$ cat config.mk
export PLATFORM = sky130hd
export DESIGN_NAME = interleaved_pwm
export DESIGN_NICKNAME = d
export VERILOG_FILES = /design/src/rtl/pwm_pkg.sv /design/src/rtl/pwm_timebase.sv /design/src/rtl/pwm_gate_channel.sv /design/src/rtl/pwm_datapath.sv /design/src/rtl/interleaved_pwm.sv
export SDC_FILE = /design/constraint.sdc
export NUM_CORES = 1
export LEC_CHECK = 0
export BUFFER_PORTS_ARGS = -buffer_cell sky130_fd_sc_hd__clkbuf_2
export CAP_MARGIN = 20
export CORE_UTILIZATION = 62
export DETAILED_ROUTE_END_ITERATION = 10
export PLACE_DENSITY = 0.84
export SYNTH_ARGS = -nofsm -noshare
export SYNTH_HDL_FRONTEND = slang
export SYNTH_SLANG_ARGS = --single-unit
$ cat constraint.sdc
create_clock -name clk -period 5.14 [get_ports clk]
set_clock_uncertainty 0.1 [all_clocks]
set_input_delay 0.514 -clock clk [delete_from_list [all_inputs] [get_ports clk]]
set_output_delay 0.514 -clock clk [all_outputs]
set_load 0.01 [all_outputs]
$ cat src/rtl/pwm_pkg.sv
package pwm_pkg;
  // Strobes from the timebase control to the gate datapath
  typedef struct packed {
    logic load1;   // channel 1 period starts on the next clock
    logic load2;   // channel 2 period starts on the next clock
    logic stby;    // channel 1 runs the half-length period
  } pwm_strobe_t;
endpackage

$ cat src/rtl/pwm_timebase.sv
module pwm_timebase
  import pwm_pkg::*;
#(
  parameter int CNT_W = 8
) (
  input  logic             clk,
  input  logic             rstN,
  input  logic             stbyReq,
  output pwm_strobe_t      strb,
  output logic [CNT_W-1:0] phase1,
  output logic [CNT_W-1:0] phase2
);
  localparam logic [CNT_W-1:0] LAST_CNT  = '1;
  localparam logic [CNT_W-1:0] HALF_LAST = LAST_CNT >> 1;

  logic [CNT_W-1:0] cnt;
  logic             stbyQ;

  always_ff @(posedge clk or negedge rstN) begin
    if (!rstN) begin
      cnt   <= '0;
      stbyQ <= 1'b0;
    end else begin
      cnt <= cnt + 1'b1;
      if (cnt == LAST_CNT) stbyQ <= stbyReq;  // mode changes only at a full-period boundary
    end
  end

  always_comb begin
    phase1     = stbyQ ? (cnt & HALF_LAST) : cnt;
    phase2     = {~cnt[CNT_W-1], cnt[CNT_W-2:0]};  // half-period offset
    strb.load1 = stbyQ ? ((cnt & HALF_LAST) == HALF_LAST) : (cnt == LAST_CNT);
    strb.load2 = (cnt == HALF_LAST);
    strb.stby  = stbyQ;
  end
endmodule

$ cat src/rtl/pwm_gate_channel.sv
module pwm_gate_channel #(
  parameter int CNT_W    = 8,
  parameter int DEAD_CYC = 4
) (
  input  logic             clk,
  input  logic             rstN,
  input  logic             en,
  input  logic             kill,
  input  logic             load,
  input  logic             stby,
  input  logic [CNT_W-1:0] phase,
  input  logic [CNT_W:0]   duty,
  output logic             hsGate,
  output logic             lsGate
);
  localparam int OFF_W = $clog2(DEAD_CYC + 1) + 1;
  localparam logic [OFF_W-1:0] OFF_DONE = OFF_W'(DEAD_CYC);

  logic [CNT_W:0]   dutyQ;
  logic [CNT_W:0]   dutyEff;
  logic             req;
  logic             run;
  logic [OFF_W-1:0] offCnt;

  assign dutyEff = stby ? (dutyQ >> 1) : dutyQ;
  assign req     = ({1'b0, phase} < dutyEff);
  assign run     = en && !kill;

  always_ff @(posedge clk or negedge rstN) begin
    if (!rstN) begin
      dutyQ  <= '0;
      offCnt <= '0;
      hsGate <= 1'b0;
      lsGate <= 1'b0;
    end else begin
      if (load) dutyQ <= duty;
      if (hsGate || lsGate)      offCnt <= '0;
      else if (offCnt != OFF_DONE) offCnt <= offCnt + 1'b1;
      hsGate <= run &&  req && (hsGate || (!lsGate && offCnt == OFF_DONE));
      lsGate <= run && !req && (lsGate || (!hsGate && offCnt == OFF_DONE));
    end
  end
endmodule

$ cat src/rtl/pwm_datapath.sv
module pwm_datapath
  import pwm_pkg::*;
#(
  parameter int CNT_W     = 8,
  parameter int DEAD_CYC  = 4,
  parameter int BLANK_CYC = 26
) (
  input  logic             clk,
  input  logic             rstN,
  input  pwm_strobe_t      strb,
  input  logic [CNT_W-1:0] phase1,
  input  logic [CNT_W-1:0] phase2,
  input  logic [CNT_W:0]   duty1,
  input  logic [CNT_W:0]   duty2,
  input  logic             en1,
  input  logic             en2,
  input  logic             ilim,
  output logic [1:0]       hsGate,
  output logic [1:0]       lsGate,
  output logic             fault
);
  localparam int NUM_CH  = 2;
  localparam int BLANK_W = $clog2(BLANK_CYC + 1) + 1;
  localparam logic [BLANK_W-1:0] BLANK_DONE = BLANK_W'(BLANK_CYC);

  logic [CNT_W-1:0] phaseArr [NUM_CH];
  logic [CNT_W:0]   dutyArr  [NUM_CH];
  logic [NUM_CH-1:0] enArr, loadArr, stbyArr;
  logic [BLANK_W-1:0] blankCnt;

  assign phaseArr[0] = phase1;
  assign phaseArr[1] = phase2;
  assign dutyArr[0]  = duty1;
  assign dutyArr[1]  = duty2;
  assign enArr       = {en2, en1};
  assign loadArr     = {strb.load2, strb.load1};
  assign stbyArr     = {1'b0, strb.stby};

  for (genvar ch = 0; ch < NUM_CH; ch++) begin : g_ch
    pwm_gate_channel #(.CNT_W(CNT_W), .DEAD_CYC(DEAD_CYC)) u_chan (
      .clk    (clk),
      .rstN   (rstN),
      .en     (enArr[ch]),
      .kill   (fault),
      .load   (loadArr[ch]),
      .stby   (stbyArr[ch]),
      .phase  (phaseArr[ch]),
      .duty   (dutyArr[ch]),
      .hsGate (hsGate[ch]),
      .lsGate (lsGate[ch])
    );
  end

  // Blanking window after each channel-1 high-side turn-on, then sticky trip
  always_ff @(posedge clk or negedge rstN) begin
    if (!rstN) begin
      blankCnt <= '0;
      fault    <= 1'b0;
    end else begin
      if (!hsGate[0])                blankCnt <= '0;
      else if (blankCnt != BLANK_DONE) blankCnt <= blankCnt + 1'b1;
      if (hsGate[0] && blankCnt == BLANK_DONE && ilim) fault <= 1'b1;
    end
  end
endmodule

$ cat src/rtl/interleaved_pwm.sv
module interleaved_pwm
  import pwm_pkg::*;
#(
  parameter int CNT_W     = 8,
  parameter int DEAD_CYC  = 4,
  parameter int BLANK_CYC = 26
) (
  input  logic           clk,
  input  logic           rstN,
  input  logic [CNT_W:0] ch1Duty,
  input  logic [CNT_W:0] ch2Duty,
  input  logic           ch1En,
  input  logic           ch2En,
  input  logic           ch1Standby,
  input  logic           ch1Ilim,
  output logic           ch1HighGate,
  output logic           ch1LowGate,
  output logic           ch2HighGate,
  output logic           ch2LowGate,
  output logic           ocFault
);
  pwm_strobe_t      strb;
  logic [CNT_W-1:0] phase1, phase2;
  logic [1:0]       hsGate, lsGate;

  pwm_timebase #(.CNT_W(CNT_W)) u_tb (
    .clk     (clk),
    .rstN    (rstN),
    .stbyReq (ch1Standby),
    .strb    (strb),
    .phase1  (phase1),
    .phase2  (phase2)
  );

  pwm_datapath #(.CNT_W(CNT_W), .DEAD_CYC(DEAD_CYC), .BLANK_CYC(BLANK_CYC)) u_dp (
    .clk    (clk),
    .rstN   (rstN),
    .strb   (strb),
    .phase1 (phase1),
    .phase2 (phase2),
    .duty1  (ch1Duty),
    .duty2  (ch2Duty),
    .en1    (ch1En),
    .en2    (ch2En),
    .ilim   (ch1Ilim),
    .hsGate (hsGate),
    .lsGate (lsGate),
    .fault  (ocFault)
  );

  assign ch1HighGate = hsGate[0];
  assign ch1LowGate  = lsGate[0];
  assign ch2HighGate = hsGate[1];
  assign ch2LowGate  = lsGate[1];
endmodule

==> flow_summary_export.csv, run 1 <==
group,metric,value,unit
sta,worst_pin_slew,562,ps
run_status,status,"completed",
placement,place_ws,3050,ps
placement,place_congestion,0.742,
global_routing,grt_pass1_wl,7060,µm
sta,rsz0062_at_grt,"false",
sta,relSlewSlack,0.625,
floorplanning,initial_core_util,0.650,
pwr,p_clk_frac,0.270,
sta,final.setup.tns,0,ps
routing,wl_per_cell,12.7,µm
routing,drtIter0Drc,101,
floorplanning,core,3690,µm²
synth,ys_ff_latch,46,
critical_path,worstPathRequired,5230,ps
placement,placed_cell_area,2580,µm²
pwr,power.leakage,1.36,nW
routing,antenna_left,0,
sta,period_needed,2100,ps
hold_path,hold_path_class,"in -> async",
global_routing,gr-usage-all-layers,0.222,
global_routing,first_global_vias,1722,
pwr,power_density,308,nW/µm²
run,cap_violations,0,
cts,tritoncts,"yes",
cts,cts_resized,0,
cts,cts_root_buffer,"clkbuf_8",
layout,design_area,2670,µm²
global_routing,grt_max_degree,47,
synth,syn_inst,222,
cts,h-tree-depth,2,
pwr,vdd_drop_max,0.226,mV
pwr,comb_power_share,0.195,
layout,drive_gt1_frac,0.201,
cts,hold_buffers,0,
synth,synth.distinct_cells,38,
floorplanning,dieHeight,64.2,µm
placement,dp_hpwl,2890,µm
floorplanning,std_cell_rows,22,
floorplanning,dieArea,4120,µm²
global_routing,antenna_found_initial,0,
pwr,seqPwrFrac,0.534,
layout,layout.cells.non_filler,302,
cts,cts_buffer_depth,2,
routing,num_vias,1672,
layout,antenna_cells,0,
cts,cts-buffers-inserted,5,
cts,worst_setup_hold_path_clk_slew,80,ps
routing,first_pass_iters,4,
critical_path,cp-start-kind,"register",
routing,viasPerCell,5.54,
sta,slew_viol_final,0,
pwr,internal_power,585,µW
cts,clk_latency,300,ps
sta,finalHoldViolCount,0,
pwr,power_switching_share,0.290,
layout,post-route-util,0.724,
critical_path,cp_slowest_cell,"dfrtp_1",
critical_path,critPathMaxFanout,13,
synth,synthesis.nets,267,
sta,fin_ws,3040,ps
critical_path,critical_path.most_common_cell,"a21o_1",
synth,synth_area,2400,µm²
placement,dp_cells,294,
synth,ys_seq_area_frac,0.480,
sta,fmax,0.477,GHz
cts,clock-sinks,46,
synth,syn_area_per_cell,10.8,µm²
sta,setup_viol,0,
synth,yosys_warnings,0,
floorplanning,die_x,64.2,µm
floorplanning,boundaryPins,29,
critical_path,end_kind,"register",
sta,whs,178,ps
layout,nNetsFinal,298,
critical_path,path_cells,"mux2i_1, ha_1, a21o_1, a21oi_1, and4b_1, a21o_1",
critical_path,crit_type,"reg -> reg",
routing,drt_wl_total,3850,µm
cts,postCtsSetupRepairBufs,0,
pwr,p_sw,239,µW
sta,period_share,0.408,
placement,portBuffers,28,
routing,route.detailed.drc,0,
layout,area_growth,11.4,%
pwr,p_total,824,µW
critical_path,crit_path_max_incr_delay,660,ps
critical_path,arrival,2190,ps
global_routing,overflow,0,
kinds of logic after synthesis:
logic type,count (synthesis),synth area share
xor gates and xnor gates,13,0.0475
DFF,46,0.480
buffers and inverters,20,0.0344
and+or+nand+nor,69,0.152
adders and majority gates,21,0.110
AOI/OAI and AO/OA,33,0.0871
muxes,20,0.0897
layout by cell type (no fill, tap or decap), types with 4 or more instances in the layout:
cell / instances
nand2b_1: 4
o21ai_0: 10
nand2_1: 14
a21oi_1: 9
nor2_1: 15
clkbuf_8: 6
mux2_2: 12
inv_1: 15
mux2i_1: 8
ha_1: 21
clkbuf_2: 28
nand3_1: 8
nor3_1: 11
xnor2_1: 10
dfrtp_1: 46
power by group through the flow:
| stage | clock [mW] | sequential (mW) | combinational (mW) |
|---|---|---|---|
| after floorplan | 0 | 0.439 | 0.120 |
| after global placement | 0 | 0.445 | 0.154 |
| after detailed placement | 0 | 0.447 | 0.163 |
| after CTS | 0.229 | 0.440 | 0.165 |
| after global routing | 0.243 | 0.446 | 0.189 |
| final | 0.223 | 0.440 | 0.161 |
flip-flops by register name (all words and copies together) (netlist names):
signal                   cells
u_dp.blankCnt                6
u_dp.fault                   1
u_dp.g_ch.u_chan.dutyQ      18
u_dp.g_ch.u_chan.hsGate      2
u_dp.g_ch.u_chan.lsGate      2
u_dp.g_ch.u_chan.offCnt      8
u_tb.cnt                     8
u_tb.stbyQ                   1
synthesized netlist by cell type, drive strengths merged:
library cell	instances	area, µm²
o221a	1	11.3
nand2	14	52.6
dfrtp	46	1150
buf	4	22.5
and3	1	6.26
xnor2	10	87.6
and4b	1	10.0
nor2	15	56.3
o211a	1	10.0
a31oi	1	6.26
o21bai	2	15.0
nand2b	4	25.0
ha	21	263
o21ai	10	50.1
o221ai	2	17.5
nand3b	2	15.0
nor3	12	71.3
a21oi	9	45.0
o211ai	1	7.51
and2	3	18.8
o32ai	1	8.76
o21a	1	7.51
mux2	12	135
and4	1	8.76
nand4	2	12.5
a21o	3	22.5
a211oi	1	7.51
or4b	1	10.0
nand3	9	50.1
inv	15	56.3
nor2b	3	18.8
clkbuf	1	3.75
xor2	3	26.3
nand4b	1	8.76
mux2i	8	80.1
layout make-up:
type / instances / area (µm²)
clock buffer: 7 / 86.3
clock inverter: 1 / 5.00
fill: 309 / 1020
inverter: 15 / 56.3
multi-input combinational: 156 / 1160
sequential: 46 / 1150
tap: 48 / 60.1
timing repair buffer: 29 / 148
per-layer routing:
metal | vias up | share of wire | wire [µm] | global-route usage
met4 | 0 | 0.010 | 40 | 0.0667
met3 | 6 | 0.032 | 122 | 0.0536
met2 | 24 | 0.49 | 1900 | 0.391
met1 | 810 | 0.46 | 1790 | 0.269
li1 | 832 | - | - | -
met5 | - | 0 | 0 | 0
worst max-delay path, delay by kind of cell, from the launching register on:
| kind | cells | cell delay (ps) |
|---|---|---|
| simple gates | 1 | 210 |
| compound gates | 3 | 490 |
| mux | 1 | 260 |
| fa+ha+maj | 1 | 280 |
| flops | 1 | 660 |
path summary, 6_finish.rpt:
kind                                               from  cells past startpoint  slack, ps                             to
setup / recovery                             u_tb.stbyQ                      6       3040     u_dp.g_ch[0].u_chan.lsGate
hold / removal                                     rstN                      2        180  u_dp.g_ch[0].u_chan.offCnt[2]
setup reg to reg                             u_tb.stbyQ                      6       3040     u_dp.g_ch[0].u_chan.lsGate
hold reg to reg            u_dp.g_ch[0].u_chan.dutyQ[0]                      1        410   u_dp.g_ch[0].u_chan.dutyQ[0]
max in group asynchronous                          rstN                      2       4360   u_dp.g_ch[0].u_chan.dutyQ[7]
min in group clk                             ch2Duty[3]                      3        320   u_dp.g_ch[1].u_chan.dutyQ[3]
No activity file was read; power rests on OpenSTA's default activity.
==> inputs of run 2 (changes only) <==
--- a/config.mk
+++ b/config.mk
@@ -7,9 +7,9 @@
 export LEC_CHECK = 0
 export BUFFER_PORTS_ARGS = -buffer_cell sky130_fd_sc_hd__clkbuf_2
 export CAP_MARGIN = 20
-export CORE_UTILIZATION = 62
+export CORE_UTILIZATION = 52
 export DETAILED_ROUTE_END_ITERATION = 10
-export PLACE_DENSITY = 0.84
+export PLACE_DENSITY = 0.75
 export SYNTH_ARGS = -nofsm -noshare
 export SYNTH_HDL_FRONTEND = slang
 export SYNTH_SLANG_ARGS = --single-unit
==> constraint.sdc (replaced) <==
create_clock -name clk -period 1.85 [get_ports clk]
set_clock_uncertainty 0.1 [all_clocks]
set_input_delay 0.185 -clock clk [delete_from_list [all_inputs] [get_ports clk]]
set_output_delay 0.185 -clock clk [all_outputs]
set_load 0.01 [all_outputs]
==> run 2 against run 1 <==
Compared with the run above:
- critical path type unchanged
- critical path depth decreased by 2
- worst setup slack worse by 3000 ps
- register-to-register slack worse by 3000 ps
==> flow_summary_export.csv, run 2 (synthesis gave the netlist of run 1 again) <==
group,metric,value,unit
run_status,status,"completed",
layout,final_common_cell,"dfrtp_1",
layout,nNetsFinal,313,
placement,place_congestion,0.755,
floorplanning,initial_core_util,0.547,
cts,worst_setup_hold_path_clk_slew,80,ps
layout,reg_top3,"u_dp.g_ch.u_chan.dutyQ: 18 flops, u_dp.g_ch.u_chan.offCnt: 8 flops, u_tb.cnt: 8 flops",
placement,dp_hpwl,3050,µm
placement,placed_cell_area,2660,µm²
routing,antenna_left,0,
global_routing,overflow,0,
cts,cts-buffers-inserted,5,
cts,postCtsSetupRepairBufs,0,
placement,portBuffers,28,
floorplanning,std_cell_rows,24,
routing,viasPerCell,5.33,
critical_path,critPathMaxFanout,4,
routing,num_vias,1710,
layout,layout.cells.non_filler,321,
placement,place_ws,46.9,ps
routing,drt_wl_total,4130,µm
layout,regMostFlops,"u_dp.g_ch.u_chan.dutyQ",
cts,cts_root_buffer,"clkbuf_8",
global_routing,first_global_vias,1656,
floorplanning,boundaryPins,29,
global_routing,grt_max_degree,28,
layout,drive_gt1_frac,0.234,
sta,fmax,0.569,GHz
cts,cts_buffer_depth,2,
routing,wl_per_cell,12.9,µm
sta,fin_ws,91.5,ps
routing,first_pass_iters,4,
critical_path,arrival,1900,ps
layout,antenna_cells,0,
routing,route.detailed.drc,0,
global_routing,gr-usage-all-layers,0.194,
layout,largest_reg_flops,18,
global_routing,grt_pass1_wl,7400,µm
sta,setup_viol,0,
floorplanning,dieHeight,69.9,µm
layout,design_area,2840,µm²
run,cap_violations,0,
hold_path,hold_path_class,"in -> reg",
pwr,power.leakage,1.44,nW
layout,layout_common_cells,"dfrtp_1 (46), clkbuf_2 (28), ha_1 (21)",
pwr,p_total,2.30,mW
pwr,power_density,812,nW/µm²
sta,worst_pin_slew,544,ps
layout,area_growth,18.3,%
cts,tritoncts,"yes",
cts,clk_latency,290,ps
critical_path,cp-start-kind,"register",
sta,finalHoldViolCount,0,
critical_path,crit_type,"reg -> reg",
global_routing,antenna_found_initial,0,
pwr,vdd_drop_max,0.503,mV
routing,drtIter0Drc,73,
cts,h-tree-depth,2,
critical_path,worstPathRequired,1990,ps
critical_path,end_kind,"register",
floorplanning,dieArea,4890,µm²
sta,period_needed,1760,ps
cts,clock-sinks,46,
sta,relSlewSlack,0.638,
floorplanning,core,4380,µm²
floorplanning,die_x,69.9,µm
placement,dp_cells,306,
sta,slew_viol_final,0,
sta,period_share,0.951,
-- run 2: per-stage QoR --
stage                     hold WS, ps  TNS (ps)  utilization
after detailed placement         90.3         0        0.606
after floorplan                  -211         0            -
final                            5.94         0        0.647
after CTS                       0.621         0        0.644
after global routing             8.12     -5.32        0.647
after global placement           80.1         0        0.606
-- run 2: area by class of cell --
cell class                      count  area [µm²]
Clock inverter                      2        12.5
Timing Repair Buffer               44         294
Fill cell                         364        1550
Inverter                           15        56.3
Tap cell                           52        65.1
Sequential cell                    46        1150
Multi-Input combinational cell    156        1180
Clock buffer                        6        82.6
-- run 2: path summary, 6_finish.rpt --
path	startpoint	to	slack [ps]	cells past startpoint
max in group asynchronous	rstN	u_dp.g_ch[1].u_chan.dutyQ[3]	830	3
max	u_tb.cnt[6]	u_dp.g_ch[1].u_chan.lsGate	90	4
min in group asynchronous	rstN	u_dp.blankCnt[5]	300	2
max reg2reg	u_tb.cnt[6]	u_dp.g_ch[1].u_chan.lsGate	90	4
min	ch2Duty[4]	u_dp.g_ch[1].u_chan.dutyQ[4]	6	3
min reg2reg	u_dp.g_ch[0].u_chan.dutyQ[0]	u_dp.g_ch[0].u_chan.dutyQ[0]	420	1
-- run 2: timing repair --
item                                    CTS  global route
endpoints found under the hold margin    25             0
gates resized for setup                   0             4
hold buffers                              7             0
endpoints found under the setup margin    0            13
-- run 2: worst max-delay path, stage by stage (launching register included) --
cell and delay (ps):
dfrtp_1 450, ha_1 330, nand4b_1 130, o32ai_1 450, o221a_2 250
-- run 2: power breakdown --
group | internal (mW) | switching (mW)
sequential | 1.11 | 0.110
combinational | 0.230 | 0.227
clock | 0.300 | 0.325
-- run 2: per-layer routing --
metal  up-vias  global-route usage  share of wire
li1        870                   -              -
met1       811               0.249           0.46
met2        27               0.323           0.50
met3         2              0.0519          0.031
met4         0              0.0600         0.0058
met5         -                   0              0
==> inputs of run 3 (changes only) <==
--- a/config.mk
+++ b/config.mk
@@ -7,9 +7,10 @@
 export LEC_CHECK = 0
 export BUFFER_PORTS_ARGS = -buffer_cell sky130_fd_sc_hd__clkbuf_2
 export CAP_MARGIN = 20
-export CORE_UTILIZATION = 52
+export CORE_UTILIZATION = 57
 export DETAILED_ROUTE_END_ITERATION = 10
-export PLACE_DENSITY = 0.75
+export PLACE_DENSITY = 0.78
+export SLEW_MARGIN = 20
 export SYNTH_ARGS = -nofsm -noshare
 export SYNTH_HDL_FRONTEND = slang
 export SYNTH_SLANG_ARGS = --single-unit
==> constraint.sdc (replaced) <==
create_clock -name clk -period 1.8 [get_ports clk]
set_clock_uncertainty 0.1 [all_clocks]
set_input_delay 0.18 -clock clk [delete_from_list [all_inputs] [get_ports clk]]
set_output_delay 0.18 -clock clk [all_outputs]
set_load 0.01 [all_outputs]
==> run 3 against run 2 <==
Compared with the run above:
- utilization grew 7.9 points
- maximum frequency is 1.7% lower
- global-route usage grew 1.6 points
- highest routed layer unchanged
- register-to-register slack lost 80 ps
- die area fell by 8.5%
- non-clock buffer count grew 6
==> flow_summary_export.csv, run 3 (synthesis gave the netlist of run 1 again) <==
group,metric,value,unit
sta,relSlewSlack,0.612,
pwr,power_density,850,nW/µm²
routing,drt_wl_total,4190,µm
layout,area_growth,22.1,%
placement,place_congestion,0.872,
critical_path,crit_path_end,"u_dp.g_ch[0].u_chan.lsGate",
critical_path,critPathMaxFanout,3,
sta,finalHoldViolCount,0,
global_routing,gr-usage-all-layers,0.211,
cts,cts_buffer_depth,2,
cts,worst_setup_hold_path_clk_slew,80,ps
run,cap_violations,0,
sta,worst_pin_slew,582,ps
floorplanning,initial_core_util,0.595,
run_status,status,"completed",
layout,fill_cells,307,
critical_path,crit_type,"reg -> reg",
sta,period_needed,1790,ps
placement,dp_hpwl,2960,µm
critical_path,crit_path_start,"u_tb.stbyQ",
critical_path,cp-start-kind,"register",
cts,tritoncts,"yes",
critical_path,r2r_slack,10,ps
floorplanning,core,4030,µm²
layout,design_area,2930,µm²
sta,slew_viol_final,0,
hold_path,hold_path_class,"in -> reg",
floorplanning,std_cell_rows,23,
layout,reg_top3,"u_dp.g_ch.u_chan.dutyQ: 18 flops, u_dp.g_ch.u_chan.offCnt: 8 flops, u_tb.cnt: 8 flops",
routing,wl_per_cell,12.9,µm
floorplanning,dieArea,4470,µm²
global_routing,grt_pass1_wl,6930,µm
floorplanning,dieHeight,66.9,µm
layout,regMostFlops,"u_dp.g_ch.u_chan.dutyQ",
critical_path,worstPathRequired,1900,ps
global_routing,first_global_vias,1657,
layout,final_common_cell,"dfrtp_1",
routing,drtIter0Drc,100,
critical_path,r2r_end,"u_dp.g_ch[0].u_chan.lsGate",
layout,nNetsFinal,319,
global_routing,antenna_found_initial,0,
routing,first_pass_iters,4,
layout,antenna_cells,0,
critical_path,arrival,1890,ps
pwr,power.leakage,1.46,nW
placement,place_ws,25.1,ps
pwr,vdd_drop_max,0.462,mV
cts,h-tree-depth,2,
sta,rsz0062_at_grt,"true",
sta,fmax,0.559,GHz
placement,placed_cell_area,2660,µm²
sta,whs,3.37,ps
critical_path,end_kind,"register",
layout,layout_common_cells,"dfrtp_1 (46), clkbuf_2 (28), ha_1 (19)",
layout,post-route-util,0.727,
routing,num_vias,1737,
global_routing,grt_max_degree,47,
sta,setup_viol,0,
critical_path,r2r_cells,6,
routing,viasPerCell,5.34,
floorplanning,die_x,66.9,µm
cts,cts-buffers-inserted,5,
cts,clk_latency,300,ps
sta,fin_ws,10.5,ps
layout,largest_reg_flops,18,
layout,drive_gt1_frac,0.251,
routing,antenna_left,0,
sta,period_share,0.994,
floorplanning,boundaryPins,29,
critical_path,r2r_start,"u_tb.stbyQ",
cts,cts_root_buffer,"clkbuf_8",
routing,route.detailed.drc,0,
sta,final.setup.tns,0,ps
placement,portBuffers,28,
cts,clock-sinks,46,
global_routing,overflow,0,
==> run 3: cell types whose count changed in the layout (fill, tap and decap cells not counted), sizes merged <==
cell | before | now
buf | 9 | 12
clkinvlp | 1 | 0
bufinv | 0 | 1
dlygate4sd3 | 7 | 10
clkinv | 1 | 0
clkbuf | 34 | 35
==> run 3: cell type report <==
type,instances,area [µm²],share of cell area
Multi-Input combinational cell,156,1220,0.416
Sequential cell,46,1150,0.393
Timing Repair Buffer,50,334,0.114
Clock buffer,7,76.3,0.0261
Tap cell,50,62.6,0.0214
Inverter,15,56.3,0.0192
Clock inverter,1,30.0,0.0103
==> run 3: per-stage QoR <==
| stage | power [mW] | instances |
|---|---|---|
| floorplan | 1.60 | 222 |
| global placement | 1.72 | 306 |
| detailed placement | 1.75 | 306 |
| CTS | 2.51 | 323 |
| global route | 2.63 | 325 |
| finish | 2.49 | 325 |
==> run 3: worst min path at each step <==
| stage | startpoint | endpoint | slack (ps) | cells past startpoint |
|---|---|---|---|---|
| after global routing | ch2Duty[0] | u_dp.g_ch[1].u_chan.dutyQ[0] | -0.09 | 2 |
| final | ch1Duty[4] | u_dp.g_ch[0].u_chan.dutyQ[4] | 3 | 2 |
| after CTS | ch2Duty[0] | u_dp.g_ch[1].u_chan.dutyQ[0] | 2 | 2 |
| after floorplan | rstN | u_dp.blankCnt[0] | -220 | 0 |
| after detailed placement | rstN | u_dp.g_ch[0].u_chan.offCnt[0] | 210 | 2 |
| after global placement | rstN | u_dp.g_ch[0].u_chan.offCnt[3] | 200 | 2 |
==> run 3: layer usage <==
layer  part of all wire  vias up  wire (µm)  GRT usage
li1                   -      875          -          -
met1               0.47      826       1990      0.264
met2               0.47       26       1980      0.345
met3              0.032       10        134     0.0565
met4              0.020        0         84     0.0824
met5                  0        -          0          0
==> run 3: power by group <==
part           switching, mW  total, mW  internal [mW]  leakage (nW)
combinational          0.242      0.479          0.238         0.837
clock                  0.338      0.753          0.416        0.0524
sequential             0.115       1.26           1.14         0.574
==> run 3: timing repair <==
action / CTS / global route
pin swaps: 1 / 4
setup buffers: 1 / 0
endpoints found under the setup margin: 2 / 7
gates resized for setup: 3 / 6
hold buffers: 8 / 2
hold endpoints to repair: 53 / 2
==> run 3: critical path: stages (launching register included) <==
cell	delay, ps
dfrtp_1	410
mux2i_1	230
ha_1	280
a21o_1	180
a21oi_2	140
and4b_1	200
a21o_1	140
